==> src/rtl/evt_irq_pkg.sv <==
package evt_irq_pkg;
  localparam int NPORT = 4;
  localparam int DW    = 2 * NPORT;
  localparam int NREG  = 5;
  localparam int AW    = 5;

  localparam logic [AW-1:0] A_SUM  = 5'h00;
  localparam logic [AW-1:0] A_MASK = 5'h01;
  localparam logic [AW-1:0] A_EV0  = 5'h02;
  localparam logic [AW-1:0] A_CTRL = 5'h0C;
  localparam logic [AW-1:0] A_CMD  = 5'h0D;

  localparam int CMD_RELEASE = 6;
  localparam int CMD_CLRALL  = 7;
  localparam int CTRL_EN     = 7;

  // bits of each event register that can ever be set
  function automatic logic [DW-1:0] keep_bits(input int idx);
    case (idx)
      3:       keep_bits = 8'h0F;
      4:       keep_bits = 8'hB0;
      default: keep_bits = 8'hFF;
    endcase
  endfunction

  // fold the five event registers into the eight summary bits
  function automatic logic [7:0] fold_summary(input logic [NREG*DW-1:0] ev);
    logic [DW-1:0] pw, dt, ft, st, sp;
    pw = ev[0*DW +: DW];
    dt = ev[1*DW +: DW];
    ft = ev[2*DW +: DW];
    st = ev[3*DW +: DW];
    sp = ev[4*DW +: DW];
    fold_summary = {sp[7] | sp[5] | sp[4], |st[3:0],
                    |ft[7:4], |ft[3:0], |dt[7:4], |dt[3:0],
                    |pw[7:4], |pw[3:0]};
  endfunction
endpackage

==> src/rtl/evt_latch.sv <==
module evt_latch #(
  parameter int W = 8,
  parameter logic [W-1:0] KEEP = '1
) (
  input  logic         clk,
  input  logic         rst_n,
  input  logic [W-1:0] set,
  input  logic         clr,
  output logic [W-1:0] q
);
  always_ff @(posedge clk or negedge rst_n) begin
    if (!rst_n) q <= '0;
    else        q <= ((q & ~{W{clr}}) | set) & KEEP;
  end
endmodule

==> src/rtl/irq_gen.sv <==
module irq_gen #(
  parameter int N = 8
) (
  input  logic         clk,
  input  logic         rst_n,
  input  logic [N-1:0] masked,
  input  logic         release_cmd,
  input  logic         clear_all,
  output logic         rise_any,
  output logic         irq_n
);
  logic [N-1:0] masked_q;
  logic         pend_q;

  assign rise_any = |(masked & ~masked_q);

  always_ff @(posedge clk or negedge rst_n) begin
    if (!rst_n) begin
      masked_q <= '0;
      pend_q   <= 1'b0;
    end else begin
      masked_q <= masked;
      if (release_cmd || clear_all) pend_q <= 1'b0;
      else                          pend_q <= (pend_q & (|masked)) | rise_any;
    end
  end

  assign irq_n = ~pend_q;
endmodule

==> src/rtl/evt_irq_hub.sv <==
module evt_irq_hub
  import evt_irq_pkg::*;
(
  input  logic          clk,
  input  logic          rst_n,
  input  logic          wr_en,
  input  logic          rd_en,
  input  logic [AW-1:0] addr,
  input  logic [DW-1:0] wdata,
  output logic [DW-1:0] rdata,
  input  logic [NPORT-1:0] ev_pwr_on,
  input  logic [NPORT-1:0] ev_pwr_good,
  input  logic [NPORT-1:0] ev_det,
  input  logic [NPORT-1:0] ev_cls,
  input  logic [NPORT-1:0] ev_ocur,
  input  logic [NPORT-1:0] ev_disc,
  input  logic [NPORT-1:0] ev_start,
  input  logic [2:0]       ev_supply,
  output logic          irq_n
);
  logic [NREG*DW-1:0] set_all;
  logic [NREG*DW-1:0] ev_all;
  logic [NREG-1:0]    clr_vec;
  logic [7:0]         summary;
  logic [7:0]         masked;
  logic [7:0]         mask_q;
  logic               en_q;
  logic               release_cmd;
  logic               clear_all;
  logic               rise_any;

  assign set_all = {ev_supply[2], 1'b0, ev_supply[1:0], 4'b0000,
                    {NPORT{1'b0}}, ev_start,
                    ev_disc, ev_ocur,
                    ev_cls, ev_det,
                    ev_pwr_good, ev_pwr_on};

  assign release_cmd = wr_en && (addr == A_CMD) && wdata[CMD_RELEASE];
  assign clear_all   = wr_en && (addr == A_CMD) && wdata[CMD_CLRALL];

  for (genvar g = 0; g < NREG; g++) begin : g_ev
    localparam logic [AW-1:0] A_COR = A_EV0 + AW'(2 * g + 1);
    assign clr_vec[g] = clear_all || (rd_en && (addr == A_COR));
    evt_latch #(.W(DW), .KEEP(keep_bits(g))) u_ev (
      .clk  (clk),
      .rst_n(rst_n),
      .set  (set_all[g*DW +: DW]),
      .clr  (clr_vec[g]),
      .q    (ev_all[g*DW +: DW])
    );
  end

  always_ff @(posedge clk or negedge rst_n) begin
    if (!rst_n) begin
      mask_q <= '0;
      en_q   <= 1'b1;
    end else if (wr_en) begin
      if (addr == A_MASK) mask_q <= wdata;
      if (addr == A_CTRL) en_q   <= wdata[CTRL_EN];
    end
  end

  assign summary = fold_summary(ev_all);
  assign masked  = summary & mask_q & {8{en_q}};

  irq_gen #(.N(8)) u_irq (
    .clk        (clk),
    .rst_n      (rst_n),
    .masked     (masked),
    .release_cmd(release_cmd),
    .clear_all  (clear_all),
    .rise_any   (rise_any),
    .irq_n      (irq_n)
  );

  always_comb begin
    rdata = '0;
    if (addr == A_SUM)       rdata = summary;
    else if (addr == A_MASK) rdata = mask_q;
    else if (addr == A_CTRL) rdata = {en_q, 7'b0};
    else if (addr >= A_EV0 && addr < A_EV0 + AW'(2 * NREG))
      rdata = ev_all[((addr - A_EV0) >> 1) * DW +: DW];
  end
endmodule

==> config.mk <==
export PLATFORM = sky130hd
export DESIGN_NAME = evt_irq_hub
export DESIGN_NICKNAME = d
export VERILOG_FILES = /design/src/rtl/evt_irq_pkg.sv /design/src/rtl/evt_latch.sv /design/src/rtl/irq_gen.sv /design/src/rtl/evt_irq_hub.sv
export SDC_FILE = /design/constraint.sdc
export NUM_CORES = 1
export LEC_CHECK = 0
export ABC_AREA = 1
export BUFFER_PORTS_ARGS = -buffer_cell sky130_fd_sc_hd__buf_2
export CAP_MARGIN = 10
export CORE_MARGIN = 5
export CORE_UTILIZATION = 30
export CTS_CLUSTER_SIZE = 12
export DETAILED_ROUTE_END_ITERATION = 8
export GPL_ROUTABILITY_DRIVEN = 0
export PLACE_DENSITY = 0.48
export SLEW_MARGIN = 30
export SYNTH_ARGS = -nofsm -noshare
export SYNTH_HDL_FRONTEND = slang
export SYNTH_SLANG_ARGS = --single-unit
==> constraint.sdc <==
create_clock -name clk -period 2.4 [get_ports clk]
set_input_delay 0.36 -clock clk [delete_from_list [all_inputs] [get_ports clk]]
set_output_delay 0.36 -clock clk [all_outputs]
set_load 0.01 [all_outputs]
* Yosys cells after proc, flatten, opt, wreduce, memory -nomap -nowiden
Cells that the tools add are included.
** Operators by class
- Bitwise operators :: 24
- Shift operators :: 1
- Equal/unequal tests :: 8
- Mux-type cells :: 5
- Reductions and logical operators :: 27
- Magnitude comparators :: 2
- Add/subtract/negate cells :: 1
** Operator list (count)
- AND 8 bit :: 7
- inverter 8 bit :: 5
- variable part select 40 x 33 -> 8 bit :: 1
- 2-to-1 mux 8 bit :: 4
- OR 8 bit :: 4
- OR reduction 4 bit :: 7
- equality test 5 x 4 -> 1 bit (second input constant) :: 4
- OR reduction 8 bit :: 2
- equality test 5 x 3 -> 1 bit (second input constant) :: 2
- logical AND 1 bit :: 9
- logical OR 1 bit :: 6
- subtractor 5 x 2 -> 6 bit (second input constant) :: 1
- equality test 5 x 1 -> 1 bit (second input constant) :: 1
- equality test 5 x 2 -> 1 bit (second input constant) :: 1
- greater-or-equal comparator 5 x 2 -> 1 bit (second input constant) :: 1
- zero test 5 bit :: 1
- < comparator 5 x 4 -> 1 bit (second input constant) :: 1
- AND 4 bit :: 1
- inverter 4 bit :: 1
- OR 4 bit :: 1
- AND reduction 2 bit :: 2
- OR 1 bit :: 3
- AND 1 bit :: 1
- 2-to-1 mux 1 bit :: 1
- inverter 1 bit :: 1
** Storage, ports and cells
- Output and inout port bits :: 9
- Logic and storage cells :: 77
- Register bits after elaboration :: 49
- Bits of input ports :: 48

* Depth between registers and ports, before layout
Gate-level depths: netlist of the first run.
- Word-level depth :: 8
- Depth in mapped cells :: 11
- Gate-level depth less buffers :: 9

* By module
A second synthesis of the first run with hierarchy kept.
** Second synthesis, totals
- Cells, all modules :: 416
- Area, all modules :: 2876.5 um^2
** By module, submodules not included
- evt_irq_hub :: sequential area each 226.5 um^2, cells each 232, instances 1, area each 1298.7 um^2
- evt_latch (g_ev[0].u_ev ...) :: sequential area each 200.2 um^2, cells each 33, instances 3, area each 294.0 um^2
- irq_gen :: sequential area each 225.2 um^2, cells each 44, instances 1, area each 359.1 um^2
- evt_latch (g_ev[3].u_ev) :: sequential area each 100.1 um^2, cells each 22, instances 1, area each 182.7 um^2
- evt_latch (g_ev[4].u_ev) :: sequential area each 75.1 um^2, cells each 19, instances 1, area each 153.9 um^2

* Worst setup path after synthesis of the first run
No wires, ideal clock.
- Path type :: in2out
- From :: input port addr[1]
- To :: output port rdata[6]
- Buffers on the path :: 3
- Arrival time :: 1784 ps
- Required time :: 2040 ps
- Slack :: 256 ps
- Cell stages on the path :: 11
- Path through :: buf_4 > inv_2 > buf_2 > ha_1 > clkbuf_1 > o21ai_0 > o21ai_0 > nand3_1 > nor2_1 > nand2_1 > nand3_1
** Between the ends
- Cells in the longest elaborated chain, start to end :: 6
- Elaborated cells between the ends (all ways) :: 12
- Classes of those cells :: 1 x add/sub; 2 x order compare; 2 x eq/ne; 1 x shift; 4 x mux; 2 x reduce/logical
** Ends and longest elaborated chain
- start, declared :: RTL line evt_irq_hub.sv:8 : input logic [AW-1:0] addr,
- subtractor 5 x 2 -> 6 bit, or another cell as far along :: RTL line evt_irq_hub.sv:82 : rdata = ev_all[((addr - A_EV0) >> 1) * DW +: DW];
- variable part select 40 x 33 -> 8 bit or logical AND 1 bit (tied branches) :: RTL line evt_irq_hub.sv:82, evt_irq_hub.sv:81
- 2-to-1 mux 8 bit :: RTL line evt_irq_hub.sv:81 : else if (addr >= A_EV0 && addr < A_EV0 + AW'(2 * NREG))
- 2-to-1 mux 8 bit :: RTL line evt_irq_hub.sv:80 : else if (addr == A_CTRL) rdata = {en_q, 7'b0};
- 2-to-1 mux 8 bit :: RTL line evt_irq_hub.sv:79 : else if (addr == A_MASK) rdata = mask_q;
- 2-to-1 mux 8 bit (*) :: RTL line evt_irq_hub.sv:78 : if (addr == A_SUM) rdata = summary;
- end, declared :: RTL line evt_irq_hub.sv:10 : output logic [DW-1:0] rdata,
Mark *: on every way between the ends. The rest lies on a longest branch, timed or not.

* Worst setup path in the final report of the first run
- From :: input port addr[1]
- To :: output port rdata[3]
Same word-level chain as after synthesis.

==> summary.txt, run 1 <==
Outcome
  – Outcome: finished clean

Setup path
  – WP data required: 2.04 ns
  – Critical Path End: rdata[3]
  – Reg2reg path depth: 8
  – Crit path kind: input pin to primary output
  – Worst setup SP type: input pin
  – Start point of the critical path: addr[1]
  – Worst R2R End: u_irq.pend_q
  – RR Startpoint: en_q
  – Crit. End Element: primary output
  – Critical Path AT: 1.82 ns
  – Max Fanout on Critical Path: 6
  – Reg-to-reg slack, setup: 1.11 ns

Drt
  – Average wire per standard cell: 14.3 µm
  – Drt drc: 0
  – Via Count: 2369
  – Vias per cell: 4.56
  – Initial DRC count: 134
  – Drt pass-1 iters: 4
  – Routed Antenna Nets: 0
  – Routed WL: 7440 µm

Global route
  – Largest net degree at the start of global routing: 27
  – Overflow after GRT: 0
  – Initial antenna violation count: 0
  – Vias in the first global route: 2414
  – First-pass GRT wire length: 12300 µm
  – Tot GR Track Use: 0.142

Clock network
  – Sinks on Clock Net: 49
  – Clock root buffer master: clkbuf_8
  – CTS tree: done
  – Total CTS buffers: 5
  – Clock Latency Late Sink: 0.31 ns
  – Clk buf depth: 2
  – Clock-pin slew on the worst setup and hold paths: 0.10 ns
  – Post-CTS setup buffer count: 0
  – CTS H-tree depth: 2

Power and ir drop
  – Sw frac: 0.277
  – Worst vdd ir: 228 µV
  – Switching power: 0.000526 W
  – Cell Int Power: 0.00137 W
  – Seq pwr share: 0.491
  – Combinational share of power: 0.182
  – PwrDens: 575 nW/µm²
  – Clk pwr share: 0.327
  – P_leak: 1.89 nW
  – Tot Pwr: 0.00190 W

Timing
  – Setup violators final: 0
  – Setup Skew: 0.0105 ns
  – Slew margin rel.: 0.611
  – Final min period: 2.18 ns
  – Worst-Margin Slew: 0.583 ns
  – Max-slew violations: 0
  – TNS Setup: 0 ns
  – Crit share post-route: 0.910
  – Max Fclk: 458 MHz
  – Final hold violation count: 0
  – RSZ-0062 raised after global routing: false

Synthesis
  – Yosys cell types: 29
  – Sequential area share after synthesis: 0.445
  – Async S/R FF share, synth: 1.00
  – Mapped cell area: 2760 µm²
  – Post-synth EDFFs: 0
  – Ys flop type: dfrtp_1
  – Post-Syn Nets: 396
  – Synth Warn #: 0
  – Number of synthesized register bits: 49
  – Gate Count Post-Synth: 346
  – Synthesized area per cell: 7.97 µm²

Floorplan
  – Die Ht: 106 µm
  – DIE AREA: 11200 µm²
  – Core area: 9110 µm²
  – Initial Util: 0.303
  – IO Pins: 57
  – Num rows: 35
  – Die Wd: 106 µm

Final layout
  – Final Instance Count excl. Fillers: 520
  – Layout net count: 458
  – Design Area, Final: 3310 µm²
  – ANT cells: 0
  – Layout cells sized above 1: 0.227
  – Util after Layout: 0.363
  – P&R area growth vs syn: 19.9%

Run
  – Max-cap violation count: 0

Place
  – Dpl hpwl: 6090 µm
  – Placement-stage cell area: 3190 µm²
  – Post-placement cell count: 512
  – I/O Buffers: 56

Min path
  – Hold Crit Class: input pin to async pin
## critical path, stage by stage
cell	delay [ns]
buf_2	0.18
inv_2	0.05
ha_1	0.24
xnor2_1	0.28
nand2_1	0.16
nor3_4	0.25
nand2_1	0.10
nand3_1	0.08
buf_2	0.13
## per-stage QoR
step	hold WS (ns)	setup WS, ns
after floorplan	0.0644	0.256
final	0.0470	0.217
after detailed placement	0.397	0.210
after global routing	0.0812	0.0149
after CTS	0.0613	0.196
after global placement	0.394	0.213
## cell usage after synthesis (3+ instances only)
cell | instances | area, µm²
a21oi_1 | 14 | 70.1
a31o_2 | 4 | 35.0
dfrtp_1 | 48 | 1200
inv_1 | 63 | 236
mux2_2 | 6 | 67.6
nand2_1 | 86 | 323
nand3_1 | 25 | 125
nor2_1 | 27 | 101
nor2_4 | 3 | 33.8
o21ai_0 | 19 | 95.1
o21bai_1 | 27 | 203
## worst min-delay path by stage
stage | end | slack (ns) | cells after the start
finish | u_irq.masked_q[1] | 0.05 | 1
floorplan | g_ev[0].u_ev.q[0] | 0.06 | 0
CTS | u_irq.masked_q[6] | 0.06 | 1
global placement | g_ev[0].u_ev.q[3] | 0.39 | 1
detailed placement | g_ev[0].u_ev.q[3] | 0.40 | 1
global route | u_irq.pend_q | 0.08 | 1
## what timing repair did
item,in CTS,in global routing
setup endpoints to repair,0,2
hold buffers,0,0
resized for setup,0,1
## sequential cells by signal, indices dropped and copies added (netlist names)
signal	count
g_ev.u_ev.q	31
mask_q	8
u_irq.masked_q	8
en_q	1
u_irq.pend_q	1
## cells in the final DEF, fill, tap and decap left out, types with 6 or more instances in the layout
| cell | netlist | routed |
|---|---|---|
| clkbuf_8 | 0 | 6 |
| a21oi_1 | 14 | 14 |
| o21ai_0 | 19 | 19 |
| inv_1 | 63 | 62 |
| buf_2 | 2 | 56 |
| nand3_1 | 25 | 25 |
| dfrtp_1 | 48 | 48 |
| nor2_1 | 27 | 27 |
| mux2_2 | 6 | 6 |
| o21bai_1 | 27 | 27 |
| nand2_1 | 86 | 86 |
## per-layer routing
metal  GRT usage  up-vias  routed length, µm
li1            -     1217                  -
met1       0.196     1098               3570
met2       0.220       46               3400
met3      0.0325        8                348
met4      0.0435        0                114
met5           0        -                  0
## final cells by class
| cell class | instances | area [µm²] |
|---|---|---|
| timing repair buffer | 61 | 330 |
| clock buffer | 7 | 86.3 |
| multi-input combinational | 226 | 1250 |
| clock inverter | 1 | 30.0 |
| fill | 1002 | 5800 |
| sequential | 49 | 1230 |
| tap | 111 | 139 |
| inverter | 65 | 244 |
## kinds of logic after synthesis
family,count (synthesis),share of synthesized area
adders and majority gates,2,0.00907
AOI/OAI and AO/OA,68,0.171
buffers and inverters,71,0.102
muxes,6,0.0245
xor gates and xnor gates,2,0.00635
and+or+nand+nor,148,0.243
DFF,49,0.445
## power groups by stage
| stage | registers (W) | clock network [W] | logic (W) |
|---|---|---|---|
| 2_1_floorplan | 0.000927 | 0 | 0.000226 |
| 3_3_place_gp | 0.000950 | 0 | 0.000348 |
| 3_5_place_dp | 0.000952 | 0 | 0.000351 |
| 4_1_cts | 0.000935 | 0.000643 | 0.000352 |
| 5_1_grt | 0.000942 | 0.000678 | 0.000396 |
| 6_report | 0.000933 | 0.000622 | 0.000345 |
No activity file was read; power rests on OpenSTA's default activity.
==> inputs of run 2 (changes only) <==
- clock period: 2.4 -> 2.51 ns (I/O delays scaled with it)
==> run 2 against run 1 <==
  * Critical path depth is 2 higher
  * Register-to-register slack improved by 0.09 ns
  * Die area is the same
  * Final cell count did not move
  * Worst hold slack better by 0.022 ns
  * Wire length is 0.38% lower
  * Global-route usage hardly changed
  * Clock power shrank 4.2%
  * First-iteration DRC count down 15%
  * Via count up 0.17%
  * Clock skew decreased by 0.0046 ns
  * Sequential power is 4.3% lower
  * Largest cell class unchanged
  * Highest routed layer unchanged
==> summary.txt, run 2 (synthesis gave the netlist of run 1 again) <==
Global route
  – Vias in the first global route: 2433
  – Tot GR Track Use: 0.142
  – Overflow after GRT: 0
  – Initial antenna violation count: 0
  – Largest net degree at the start of global routing: 27
  – First-pass GRT wire length: 12400 µm

Final layout
  – P&R area growth vs syn: 20.1%
  – Layout net count: 458
  – Biggest register: g_ev.u_ev.q
  – Most common cell after layout, fill and taps aside: nand2_1
  – Max FFs per register: 31
  – Most frequent cells in the layout: nand2_1 (86), inv_1 (63), buf_2 (56)
  – Util after Layout: 0.363
  – ANT cells: 0
  – Largest regs: g_ev.u_ev.q (31), mask_q (8), u_irq.masked_q (8)
  – Fill cells: 1008
  – Layout cells sized above 1: 0.227

Drt
  – Drt drc: 0
  – Vias per cell: 4.56
  – Via Count: 2373
  – Routed WL: 7410 µm
  – Drt pass-1 iters: 4
  – Initial DRC count: 114
  – Average wire per standard cell: 14.2 µm
  – Routed Antenna Nets: 0

Setup path
  – Worst setup SP type: input pin
  – RR Startpoint: en_q
  – Reg2reg path depth: 8
  – CP peak stage delay: 0.28 ns
  – Critical Path AT: 1.84 ns
  – Critical path depth in cells: 11
  – Slowest cell on crit path: ha_1
  – Crit path kind: input pin to primary output
  – WP data required: 2.13 ns
  – Cell Chain, Critical Path: buf_2 > inv_1 > ha_1 > inv_1 > nand2_1 > o21ai_0 > nand2_1 > o21ai_0 > nand2_1 > nand3_1 > buf_2
  – CP delay by family, top: buffers and inverters
  – Reg-to-reg slack, setup: 1.20 ns
  – Worst R2R End: u_irq.pend_q
  – CP most frequent cell: nand2_1
  – Max Fanout on Critical Path: 5
  – Crit. End Element: primary output
  – Worst Path Buf+Inv: 4

Clock network
  – CTS tree: done
  – Post-CTS setup buffer count: 0
  – Post-CTS Hold Fix Bufs: 0
  – Sinks on Clock Net: 49
  – Clock-pin slew on the worst setup and hold paths: 0.09 ns
  – PostCTS Resize Cnt: 0
  – CTS H-tree depth: 2
  – Clock root buffer master: clkbuf_8
  – Total CTS buffers: 5
  – Clk buf depth: 2
  – Clock Latency Late Sink: 0.30 ns

Timing
  – RSZ-0062 raised after global routing: false
  – Setup Skew: 0.00587 ns
  – Slew margin rel.: 0.607
  – Setup violators final: 0
  – TNS Setup: 0 ns
  – Max-slew violations: 0
  – Crit share post-route: 0.884
  – Slack of the critical path: 0.291 ns
  – Final hold violation count: 0
  – Final min period: 2.22 ns
  – Max Fclk: 451 MHz
  – Worst-Margin Slew: 0.590 ns

Place
  – I/O Buffers: 56
  – Dpl hpwl: 6120 µm
  – Pre-CTS setup slack: 0.287 ns

Floorplan
  – IO Pins: 57
  – DIE AREA: 11200 µm²
  – Initial Util: 0.303
  – Core area: 9110 µm²
  – Num rows: 35
  – Die Ht: 106 µm
  – Die Wd: 106 µm

Power and ir drop
  – PwrDens: 550 nW/µm²
  – Worst vdd ir: 232 µV
  – P_leak: 1.89 nW

Outcome
  – Outcome: finished clean

Run
  – Max-cap violation count: 0

Min path
  – Hold Crit Class: input pin to async pin
[run 2: area by class of cell]
cell class              instances  area (µm²)  area share
well taps                     111         139      0.0419
multi-input cells             226        1250       0.378
clock buffers                   6        82.6      0.0249
repair buffers                 61         330      0.0998
clock inverters                 2        37.5      0.0113
flip-flops and latches         49        1230       0.371
inverters                      65         244      0.0737
[run 2: through the flow]
step	instance area [µm²]	total power, W	hold slack, ns	std cells
6_report	3310	0.00182	0.0686	520
3_5_place_dp	3190	0.00125	0.418	512
3_3_place_gp	3190	0.00124	0.411	512
2_1_floorplan	2760	0.00110	0.0809	346
4_1_cts	3310	0.00185	0.0786	520
5_1_grt	3310	0.00194	0.100	520
[run 2: how the worst max path moves through the flow]
stage,start,to,slack (ns)
4_1_cts,addr[2],rdata[5],0.28
2_1_floorplan,addr[1],rdata[6],0.33
5_1_grt,addr[2],rdata[5],0.006
3_3_place_gp,addr[2],rdata[5],0.29
6_report,addr[2],rdata[5],0.29
3_5_place_dp,addr[2],rdata[5],0.29
[run 2: metal layers]
metal / global-route usage / vias to the layer above / share of wire / wire (µm)
li1: - / 1215 / - / -
met1: 0.201 / 1089 / 0.49 / 3590
met2: 0.214 / 58 / 0.44 / 3290
met3: 0.0269 / 11 / 0.046 / 342
met4: 0.0518 / 0 / 0.024 / 178
met5: 0 / - / 0 / 0
[run 2: power breakdown]
part	total, W	switching, W	leakage (nW)	internal (W)
clock	0.000596	0.000272	0.0574	0.000324
combinational	0.000331	0.000191	1.32	0.000140
sequential	0.000893	0.0000447	0.510	0.000848
total	0.00182	0.000508	1.89	0.00131
